<file path="src/rtl/pm_pkg.sv">
// Shared types for the power mode controller.
// Assumes the control word layout {pd, idle, src_a, en_b, en_a}, MSB first.
package pm_pkg;
    localparam int CTL_W = 5;

    typedef struct packed {
        logic pd;
        logic idle;
        logic src_a;
        logic en_b;
        logic en_a;
    } ctl_t;

    typedef enum logic [2:0] {
        M_NORM_A  = 3'd0,
        M_NORM_B  = 3'd1,
        M_IDLE_A  = 3'd2,
        M_IDLE_B  = 3'd3,
        M_PDOWN   = 3'd4,
        M_INVALID = 3'd5
    } mode_e;

    localparam ctl_t CTL_RESET = '{pd: 1'b0, idle: 1'b0, src_a: 1'b1, en_b: 1'b0, en_a: 1'b1};
endpackage

</file>
<file path="src/rtl/pm_wake_sync.sv">
// Multi-stage synchronizer for asynchronous wake requests.
// Assumes STAGES >= 2. One chain is generated per request line.
module pm_wake_sync #(
    parameter int LINES  = 2,
    parameter int STAGES = 2
) (
    input  logic             clk,
    input  logic             rst_n,
    input  logic [LINES-1:0] req_async,
    output logic [LINES-1:0] req_sync
);
    for (genvar g = 0; g < LINES; g++) begin : g_line
        logic [STAGES-1:0] chain;

        // Shift the raw request through the flop chain.
        always_ff @(posedge clk) begin
            if (!rst_n) chain <= '0;
            else        chain <= {chain[STAGES-2:0], req_async[g]};
        end

        assign req_sync[g] = chain[STAGES-1];
    end
endmodule

</file>
<file path="src/rtl/pm_ctl_reg.sv">
// Control word register with hardware wake clearing.
// While power-down holds, writes are dropped and only a wake may change the word.
// Outside power-down, a software write has priority over a same-cycle wake.
module pm_ctl_reg
    import pm_pkg::*;
#(
    parameter ctl_t RST_VAL = CTL_RESET
) (
    input  logic clk,
    input  logic rst_n,
    input  logic we,
    input  ctl_t wdata,
    input  logic wake,
    output ctl_t q
);
    // Hold the word; a wake clears the sleep bits and keeps the source bits.
    always_ff @(posedge clk) begin
        if (!rst_n) begin
            q <= RST_VAL;
        end else if (q.pd) begin
            if (wake) begin
                q.pd   <= 1'b0;
                q.idle <= 1'b0;
            end
        end else if (we) begin
            q <= wdata;
        end else if (wake) begin
            q.idle <= 1'b0;
        end
    end
endmodule

</file>
<file path="src/rtl/pm_mode_decode.sv">
// Combinational decode of the control word into clock and oscillator controls.
// Assumes power-down overrides every other bit of the word.
module pm_mode_decode
    import pm_pkg::*;
(
    input  ctl_t  ctl,
    output logic  cpu_en,
    output logic  per_en,
    output logic  run_a,
    output logic  run_b,
    output logic  run_c,
    output logic  sel_a,
    output logic  invalid,
    output mode_e mode
);
    logic src_ok;

    // Check that the chosen source has its oscillator enabled.
    always_comb begin
        src_ok = ctl.src_a ? ctl.en_a : ctl.en_b;
    end

    // Derive the enables and the mode code.
    always_comb begin
        sel_a = ctl.src_a;
        if (ctl.pd) begin
            cpu_en  = 1'b0;
            per_en  = 1'b0;
            run_a   = 1'b0;
            run_b   = 1'b0;
            run_c   = 1'b0;
            invalid = 1'b0;
            mode    = M_PDOWN;
        end else begin
            run_a   = ctl.en_a;
            run_b   = ctl.en_b;
            run_c   = 1'b1;
            invalid = !src_ok;
            per_en  = src_ok;
            cpu_en  = src_ok && !ctl.idle;
            if (!src_ok)        mode = M_INVALID;
            else if (ctl.idle)  mode = ctl.src_a ? M_IDLE_A : M_IDLE_B;
            else                mode = ctl.src_a ? M_NORM_A : M_NORM_B;
        end
    end
endmodule

</file>
<file path="src/rtl/pwr_clk_ctrl.sv">
// Top of the power mode and clock source controller.
// Runs in the always-on domain. Wake requests are asynchronous and are synchronized here.
module pwr_clk_ctrl #(
    parameter int NUM_WAKE    = 2,
    parameter int SYNC_STAGES = 2,
    localparam int CW         = pm_pkg::CTL_W
) (
    input  logic                clk,
    input  logic                rst_n,
    input  logic                ctl_we,
    input  logic [CW-1:0]       ctl_wdata,
    input  logic [NUM_WAKE-1:0] wake_req,
    input  logic [NUM_WAKE-1:0] wake_en,
    output logic [CW-1:0]       ctl_rd,
    output logic                cpu_clk_en,
    output logic                per_clk_en,
    output logic                osc_a_run,
    output logic                osc_b_run,
    output logic                osc_c_run,
    output logic                clk_sel,
    output logic                cfg_invalid,
    output logic [2:0]          mode_o
);
    import pm_pkg::*;

    logic [NUM_WAKE-1:0] req_s;
    logic                wake_any;
    ctl_t                ctl_q;
    mode_e               mode_d;

    pm_wake_sync #(.LINES(NUM_WAKE), .STAGES(SYNC_STAGES)) u_sync (
        .clk       (clk),
        .rst_n     (rst_n),
        .req_async (wake_req),
        .req_sync  (req_s)
    );

    // Combine the synchronized requests that are enabled.
    always_comb begin
        wake_any = |(req_s & wake_en);
    end

    pm_ctl_reg u_reg (
        .clk   (clk),
        .rst_n (rst_n),
        .we    (ctl_we),
        .wdata (ctl_t'(ctl_wdata)),
        .wake  (wake_any),
        .q     (ctl_q)
    );

    pm_mode_decode u_dec (
        .ctl     (ctl_q),
        .cpu_en  (cpu_clk_en),
        .per_en  (per_clk_en),
        .run_a   (osc_a_run),
        .run_b   (osc_b_run),
        .run_c   (osc_c_run),
        .sel_a   (clk_sel),
        .invalid (cfg_invalid),
        .mode    (mode_d)
    );

    assign ctl_rd = ctl_q;
    assign mode_o = mode_d;
endmodule

</file>
<file path="config.mk">
export PLATFORM = sky130hd
export DESIGN_NAME = pwr_clk_ctrl
export DESIGN_NICKNAME = d
export VERILOG_FILES = /design/src/rtl/pm_pkg.sv /design/src/rtl/pm_wake_sync.sv /design/src/rtl/pm_ctl_reg.sv /design/src/rtl/pm_mode_decode.sv /design/src/rtl/pwr_clk_ctrl.sv
export SDC_FILE = /design/constraint.sdc
export NUM_CORES = 1
export LEC_CHECK = 0
export ABC_CLOCK_PERIOD_IN_PS = 1900
export BUFFER_PORTS_ARGS = -buffer_cell sky130_fd_sc_hd__buf_2
export CORE_UTILIZATION = 25
export CTS_BUF_LIST = sky130_fd_sc_hd__clkbuf_2 sky130_fd_sc_hd__clkbuf_4 sky130_fd_sc_hd__clkbuf_8
export DETAILED_ROUTE_END_ITERATION = 7
export PLACE_DENSITY = 0.52
export SYNTH_ARGS = -nofsm -noshare
export SYNTH_HDL_FRONTEND = slang
export SYNTH_SLANG_ARGS = --single-unit
</file>
<file path="constraint.sdc">
create_clock -name clk -period 1.9 [get_ports clk]
set_input_delay 0.475 -clock clk [delete_from_list [all_inputs] [get_ports clk]]
set_output_delay 0.475 -clock clk [all_outputs]
set_load 0.03 [all_outputs]
</file>
==> results of run 1 <==
-- cells by family after synthesis --
logic type / share of synthesized area, %
AOI/OAI and AO/OA: 6.168
and+or+nand+nor: 31.17
buffers and inverters: 8.117
DFF: 46.75
muxes: 7.793
-- registers in the layout, indices dropped and copies added (netlist names) --
signal and cells:
u_reg.q 5, u_sync.g_line.chain 4
-- cell type report --
cell class,instances,share of cell area (%)
inverter,2,1.345
sequential,9,32.74
clock buffer,4,5.381
tap,15,3.363
timing repair buffer,26,23.32
multi-input combinational,28,33.86
-- cells in the mapped netlist --
library cell,count
a21oi_1,1
a21oi_2,1
and2_1,6
and2b_2,2
buf_2,1
buf_4,1
buf_6,1
dfxtp_1,9
inv_1,2
mux2i_1,3
nand2_1,5
nand2b_1,1
nand3_1,3
nand4_1,1
nor2_1,1
nor2b_1,1
nor2b_2,1
o21ai_0,2
-- where the power goes --
| group | leakage [nW] | internal [W] | switching [W] | total (W) |
|---|---|---|---|---|
| Sequential | 0.0736 | 0.000201 | 0.0000117 | 0.000213 |
| Clock | 0.0184 | 0.0000947 | 0.0000599 | 0.000155 |
| Combinational | 0.189 | 0.0000524 | 0.0000994 | 0.000152 |
| Total | 0.281 | 0.000348 | 0.000171 | 0.000519 |
-- metal layers --
| metal | track usage, % | wire (um) | vias to the layer above |
|---|---|---|---|
| met5 | 0 | 0 | - |
| met4 | 4.839 | 7 | 0 |
| met3 | 7.065 | 82 | 2 |
| met2 | 17.19 | 335 | 21 |
| met1 | 8.414 | 352 | 145 |
| li1 | - | - | 189 |
-- worst min path at each step --
stage,slack [ps],startpoint,to,cells after the start
floorplan,410,u_sync.g_line[0].chain[0]$_SDFF_PN0_,u_sync.g_line[0].chain[1]$_SDFF_PN0_,1
global placement,420,u_sync.g_line[0].chain[0]$_SDFF_PN0_,u_sync.g_line[0].chain[1]$_SDFF_PN0_,1
detailed placement,420,u_sync.g_line[1].chain[0]$_SDFF_PN0_,u_sync.g_line[1].chain[1]$_SDFF_PN0_,1
CTS,420,wake_req[0],u_sync.g_line[0].chain[0]$_SDFF_PN0_,2
global route,410,wake_req[0],u_sync.g_line[0].chain[0]$_SDFF_PN0_,2
finish,430,wake_req[0],u_sync.g_line[0].chain[0]$_SDFF_PN0_,2
-- metrics by stage --
stage | area (um2) | setup WS, ps | util, % | hold slack, ps | cells
floorplan | 402.9 | 0.7422 | - | 411.9 | 42
global placement | 528.0 | 447.8 | 38.64 | 417.1 | 80
detailed placement | 528.0 | 432.3 | 38.64 | 416.9 | 80
CTS | 558.0 | 142.0 | 40.84 | 420.2 | 84
global route | 558.0 | 36.42 | 40.84 | 411.3 | 84
finish | 558.0 | 155.7 | 40.84 | 428.8 | 84
==> flow_summary_export.csv, run 1 <==
group,metric,value,unit
status,status,"completed",
critical_path,crit_buf_inv,2,
floorplanning,rows,13,
global_routing,grt_pass1_wl,1.000,mm
critical_path,max_stage_delay,340,ps
clocking,htreeDepth,1,
critical_path,slowest_stage,"dfxtp_2",
critical_path,cp.depth,5,
hold_path,hp-class,"in -> reg",
route,vias,357,
route,drtIter0Drc,0,
clocking,cts-root-buf,"clkbuf_4",
sta,hold_violations,0,
yosys,synth_fp_nets,54,
yosys,yosys_warnings,0,
sta,slew_viol_final,0,
critical_path,critPathLaunchType,"flip-flop",
clocking,cts_buffers,3,
placement,gp_congestion,0.5956,
cells_and_area,final_cell_mix,"buf_2 (26), dfxtp_1 (7), and2_1 (6), nand2_1 (5), clkbuf_4 (4)",
critical_path,required,1420,ps
clocking,clockBufferDepth,2,
sta,rsz0062_at_grt,"no",
sta,tightestPinTransition,327.5,ps
sta,tns,0,ps
critical_path,crit_path_end,"cpu_clk_en",
clocking,cts-resized-gates,0,
global_routing,grt_overflow,0,
cells_and_area,antenna_cells,0,
cells_and_area,seq_area,182.7,um2
critical_path,path_cells,"nand2b_1 -> a21oi_4 -> inv_1 -> nor2_4 -> buf_2",
critical_path,crit_type,"reg -> out",
cells_and_area,nets,82,
cells_and_area,nFillCells,142,
critical_path,path_max_fanout,6,
floorplanning,die_w,41.26,um
yosys,synth_cell_types,18,
placement,portBuffers,26,
critical_path,worstReg2RegStart,"u_reg.q[4]$_SDFF_PN0_",
cells_and_area,layout_commonest_cell,"buf_2",
power_and_ir_drop,total_leakage_power,0.2808,nW
yosys,synthTopCellsByArea,"dfxtp_1 (47%), and2_1 (9.7%), mux2i_1 (7.8%)",
sta,setup_violations,0,
yosys,seq_area_frac_synth,46.75,%
route,routedWlPerCell,9.250,um
power_and_ir_drop,power.density,930.3,mW/mm2
sta,fmax,573.3,MHz
global_routing,grt_max_degree,12,
clocking,cts-hold-fix-buffers,0,
floorplanning,start_util,28.21,%
yosys,syn_area_per_cell,9.175,um2
yosys,ys_ff_latch,9,
sta,period_minus_slack,1744,ps
critical_path,rr_worst_depth,3,
sta,slew_headroom,78.06,%
critical_path,critical-path-top-delay-family,"flip-flops",
clocking,cts.sink_count,9,
critical_path,reg2reg_to,"u_reg.q[0]$_SDFFE_PN1P_",
critical_path,r2r_setup_slack,770,ps
clocking,cts_tree,"built",
yosys,synth_top_area_share,46.75,%
power_and_ir_drop,max-vdd-ir-drop,0.0005047,V
route,drtAntennaViolNets,0,
clocking,clk-insertion-delay-late,250,ps
critical_path,critPathArrivalTime,1270,ps
floorplanning,core,0.001366,mm2
flow_run,maxCapViolCount,0,
clocking,cts_setup_buffers,0,
sta,fin_worst_skew,3.606,ps
cells_and_area,synthToLayoutAreaGrowth,44.80,%
floorplanning,ios,27,
critical_path,worstSetupEndpointType,"primary output",
floorplanning,dieArea,0.001702,mm2
global_routing,antenna_found_initial,0,
global_routing,grt_pass1_vias,261,
yosys,synth_area,385.4,um2
cells_and_area,drive_gt1_share,53.62,%
floorplanning,die_h,41.26,um
route,first_pass_iters,1,
route,wl,777,um
yosys,syn-instance-count,42,
route,via_per_inst,4.250,
placement,hpwl,601.2,um
cells_and_area,multiInputGateArea,188.9,um2
global_routing,grt_usage,9.922,%
clocking,clkTransAtPathRegs,60,ps
power_and_ir_drop,power,0.0005191,W
sta,finalCritPeriodShare,91.81,%
yosys,synth_area_leader_cell,"dfxtp_1",
critical_path,crit_start,"u_reg.q[2]$_SDFFE_PN1P_",
route,drcViolationCount,0,
Power figures use the tool's default switching activity.
==> run 2: changes to the inputs <==
--- a/config.mk
+++ b/config.mk
@@ -5,10 +5,11 @@
 export SDC_FILE = /design/constraint.sdc
 export NUM_CORES = 1
 export LEC_CHECK = 0
-export ABC_CLOCK_PERIOD_IN_PS = 1900
+export ABC_AREA = 1
+export ABC_CLOCK_PERIOD_IN_PS = 1690
 export BUFFER_PORTS_ARGS = -buffer_cell sky130_fd_sc_hd__buf_2
 export CORE_UTILIZATION = 25
-export CTS_BUF_LIST = sky130_fd_sc_hd__clkbuf_2 sky130_fd_sc_hd__clkbuf_4 sky130_fd_sc_hd__clkbuf_8
+export CTS_BUF_LIST = sky130_fd_sc_hd__clkbuf_8
 export DETAILED_ROUTE_END_ITERATION = 7
 export PLACE_DENSITY = 0.52
 export SYNTH_ARGS = -nofsm -noshare
==> constraint.sdc (replaced) <==
create_clock -name clk -period 1.69 [get_ports clk]
set_input_delay 0.4225 -clock clk [delete_from_list [all_inputs] [get_ports clk]]
set_output_delay 0.4225 -clock clk [all_outputs]
set_load 0.03 [all_outputs]
==> run 2 against run 1 <==
Compared with the run above: sequential power up 14%; global-route usage up 1.7 points; final cell count up 15%; hold slack worse by 53 ps; sequential cell count unchanged; register-to-register slack better by 70 ps; first-iteration DRC count up 5; clock skew down 1.4 ps; non-clock buffer count unchanged; design area up 7.0%; critical path type unchanged.
==> flow_summary_export.csv, run 2 <==
group,metric,value,unit
sta,tns,0,ps
clocking,clkTransAtPathRegs,40,ps
sta,fmax,633.7,MHz
cells_and_area,antenna_cells,0,
critical_path,path_max_fanout,4,
yosys,synthXorXnorAreaFrac,0,%
yosys,synth.area.mux_share,0,%
yosys,yosysMostFrequentCell,"nand2_1",
yosys,async_reset_ff_share,0,%
sta,period_minus_slack,1578,ps
power_and_ir_drop,intPower,0.0004476,W
route,routedWlPerCell,7.825,um
cells_and_area,nFillCells,152,
floorplanning,die_h,41.20,um
yosys,syn-instance-count,54,
route,vias,403,
power_and_ir_drop,power.density,1124,mW/mm2
yosys,synth_top_area_share,46.91,%
flow_run,maxCapViolCount,0,
critical_path,worstSetupEndpointType,"primary output",
power_and_ir_drop,p_seq_share,36.2,%
clocking,cts-hold-fix-buffers,0,
global_routing,grt_max_degree,10,
floorplanning,dieArea,0.001697,mm2
sta,slew_headroom,87.84,%
cells_and_area,final_cell_mix,"buf_2 (24), nand2_1 (12), inv_1 (10), nand3_1 (6), dfxtp_1 (5)",
route,drtAntennaViolNets,0,
yosys,seq_area_frac_synth,46.91,%
yosys,synth_top_family_by_area,"simple AND/OR/NAND/NOR gates",
yosys,synth_ff_type,"dfxtp_1",
cells_and_area,nets,95,
route,wl,759,um
clocking,cts_tree,"built",
yosys,syn_area_per_cell,7.113,um2
clocking,htreeDepth,1,
yosys,synth_fa_ha_area_share,0,%
clocking,cts-root-buf,"clkbuf_8",
power_and_ir_drop,power,0.0006706,W
sta,finalCritPeriodShare,93.38,%
global_routing,antenna_found_initial,0,
power_and_ir_drop,p_sw_share,33.24,%
critical_path,required,1270,ps
yosys,synth_fp_nets,66,
yosys,yosys_warnings,0,
global_routing,grt_usage,11.61,%
clocking,clockBufferDepth,2,
critical_path,critPathLaunchType,"flip-flop",
floorplanning,rows,13,
critical_path,critPathArrivalTime,1160,ps
power_and_ir_drop,clock_power_share,35.3,%
route,drtIter0Drc,5,
sta,setup_violations,0,
yosys,synth_compound_area_share,8.143,%
yosys,ys_ff_latch,9,
cells_and_area,biggestRegsByFlops,"u_reg.q: 5 flops, u_sync.g_line.chain: 4 flops",
power_and_ir_drop,max-vdd-ir-drop,0.0008602,V
yosys,synth_cell_types,14,
yosys,synth_area_leader_cell,"dfxtp_1",
sta,tightestPinTransition,182.2,ps
yosys,synthTopCellsByArea,"dfxtp_1 (47%), nand2_1 (13%), inv_1 (8.8%)",
sta,fin_worst_skew,2.250,ps
cells_and_area,largest_register,"u_reg.q",
yosys,synth_area,384.1,um2
floorplanning,core,0.001366,mm2
cells_and_area,synthToLayoutAreaGrowth,55.37,%
global_routing,grt_pass1_vias,303,
hold_path,hp-class,"in -> reg",
yosys,synth-edff-count,0,
clocking,cts.sink_count,9,
global_routing,grt_overflow,0,
global_routing,grt_pass1_wl,1.173,mm
power_and_ir_drop,combPwrFrac,28.5,%
route,drcViolationCount,0,
power_and_ir_drop,net-switching-power,0.0002229,W
sta,slew_viol_final,0,
route,via_per_inst,4.155,
floorplanning,ios,27,
yosys,yosys.area_share.simple,30.94,%
cells_and_area,largest_reg_flops,5,
status,status,"completed",
floorplanning,die_w,41.20,um
placement,portBuffers,26,
floorplanning,start_util,28.11,%
cells_and_area,layout_commonest_cell,"buf_2",
yosys,yosys-top-cells-count,"nand2_1 (13), dfxtp_1 (9), inv_1 (9)",
clocking,clk-insertion-delay-late,230,ps
clocking,cts_buffers,3,
critical_path,crit_type,"reg -> out",
power_and_ir_drop,total_leakage_power,0.3423,nW
placement,gp_congestion,0.6179,
route,first_pass_iters,2,
placement,hpwl,598.7,um
cells_and_area,drive_gt1_share,51.22,%
clocking,cts_setup_buffers,0,
sta,hold_violations,0,
sta,rsz0062_at_grt,"no",
-- run 2: cell types whose count changed after synthesis, moves of 2 or more --
cell	previous run	this run
and2_1	6	0
inv_2	0	2
o21ai_0	2	0
and2b_2	2	0
mux2i_1	3	0
nand2_1	5	13
o21ai_1	0	2
inv_1	2	9
nor2_1	1	6
nand3_1	3	6
-- run 2: metrics by stage --
step	setup slack, ps	utilization [%]	hold slack [ps]	instances	area (um2)
after floorplan	9.326	-	390.5	54	402.9
after global routing	11.39	43.68	380.4	97	596.8
final	112.0	43.68	376.2	97	596.8
after detailed placement	238.9	39.47	405.9	93	539.3
after CTS	41.21	43.04	369.6	97	588.1
after global placement	280.7	39.47	395.8	93	539.3
-- run 2: area by class of cell --
cell class	instances	area, um2	area share, %
clock buffer	3	41.29	6.918
clock inverter	1	3.754	0.6289
inverter	11	41.29	6.918
multi-input combinational	32	171.4	28.72
sequential	9	185.2	31.03
tap	15	18.77	3.145
timing repair buffer	26	135.1	22.64
-- run 2: metal layers --
layer | GRT usage (%) | share of wire [%] | vias up | routed length (um)
li1 | - | - | 217 | -
met1 | 11.36 | 44 | 161 | 336
met2 | 17.58 | 40 | 23 | 301
met3 | 8.152 | 14 | 2 | 110
met4 | 7.258 | 1.3 | 0 | 10
met5 | 0 | 0 | - | 0
-- run 2: path summary, 6_finish.rpt --
path / from / endpoint / slack, ps / cells after the start
setup reg to reg: u_reg.q[4]$_SDFF_PN0_ / u_reg.q[0]$_SDFFE_PN1P_ / 840 / 5
setup / recovery: u_reg.q[1]$_SDFFE_PN0P_ / cpu_clk_en / 110 / 5
hold / removal: wake_req[1] / u_sync.g_line[1].chain[0]$_SDFF_PN0_ / 380 / 3
hold reg to reg: u_sync.g_line[0].chain[0]$_SDFF_PN0_ / u_sync.g_line[0].chain[1]$_SDFF_PN0_ / 410 / 2
-- run 2: kinds of logic after synthesis --
family                 Yosys count
and+or+nand+nor                 27
buffers and inverters           13
DFF                              9
AOI/OAI and AO/OA                5
-- run 2: critical path: stages (launching register included) --
cell	delay, ps
dfxtp_2	330
inv_1	60
o21ai_2	150
nand2_2	120
nor2_4	80
clkbuf_4	180
-- run 2: power groups by stage --
stage | logic [W] | clock network, W | registers [W]
2_1_floorplan | 0.000119 | 0 | 0.000263
3_3_place_gp | 0.000188 | 0 | 0.000245
3_5_place_dp | 0.000188 | 0 | 0.000245
4_1_cts | 0.000190 | 0.000250 | 0.000242
5_1_grt | 0.000213 | 0.000260 | 0.000246
6_report | 0.000191 | 0.000237 | 0.000243
-- run 2: timing repair --
| action | CTS | global route |
|---|---|---|
| pin swaps | 0 | 1 |
| gates resized for setup | 1 | 5 |
| endpoints found under the setup margin | 2 | 3 |
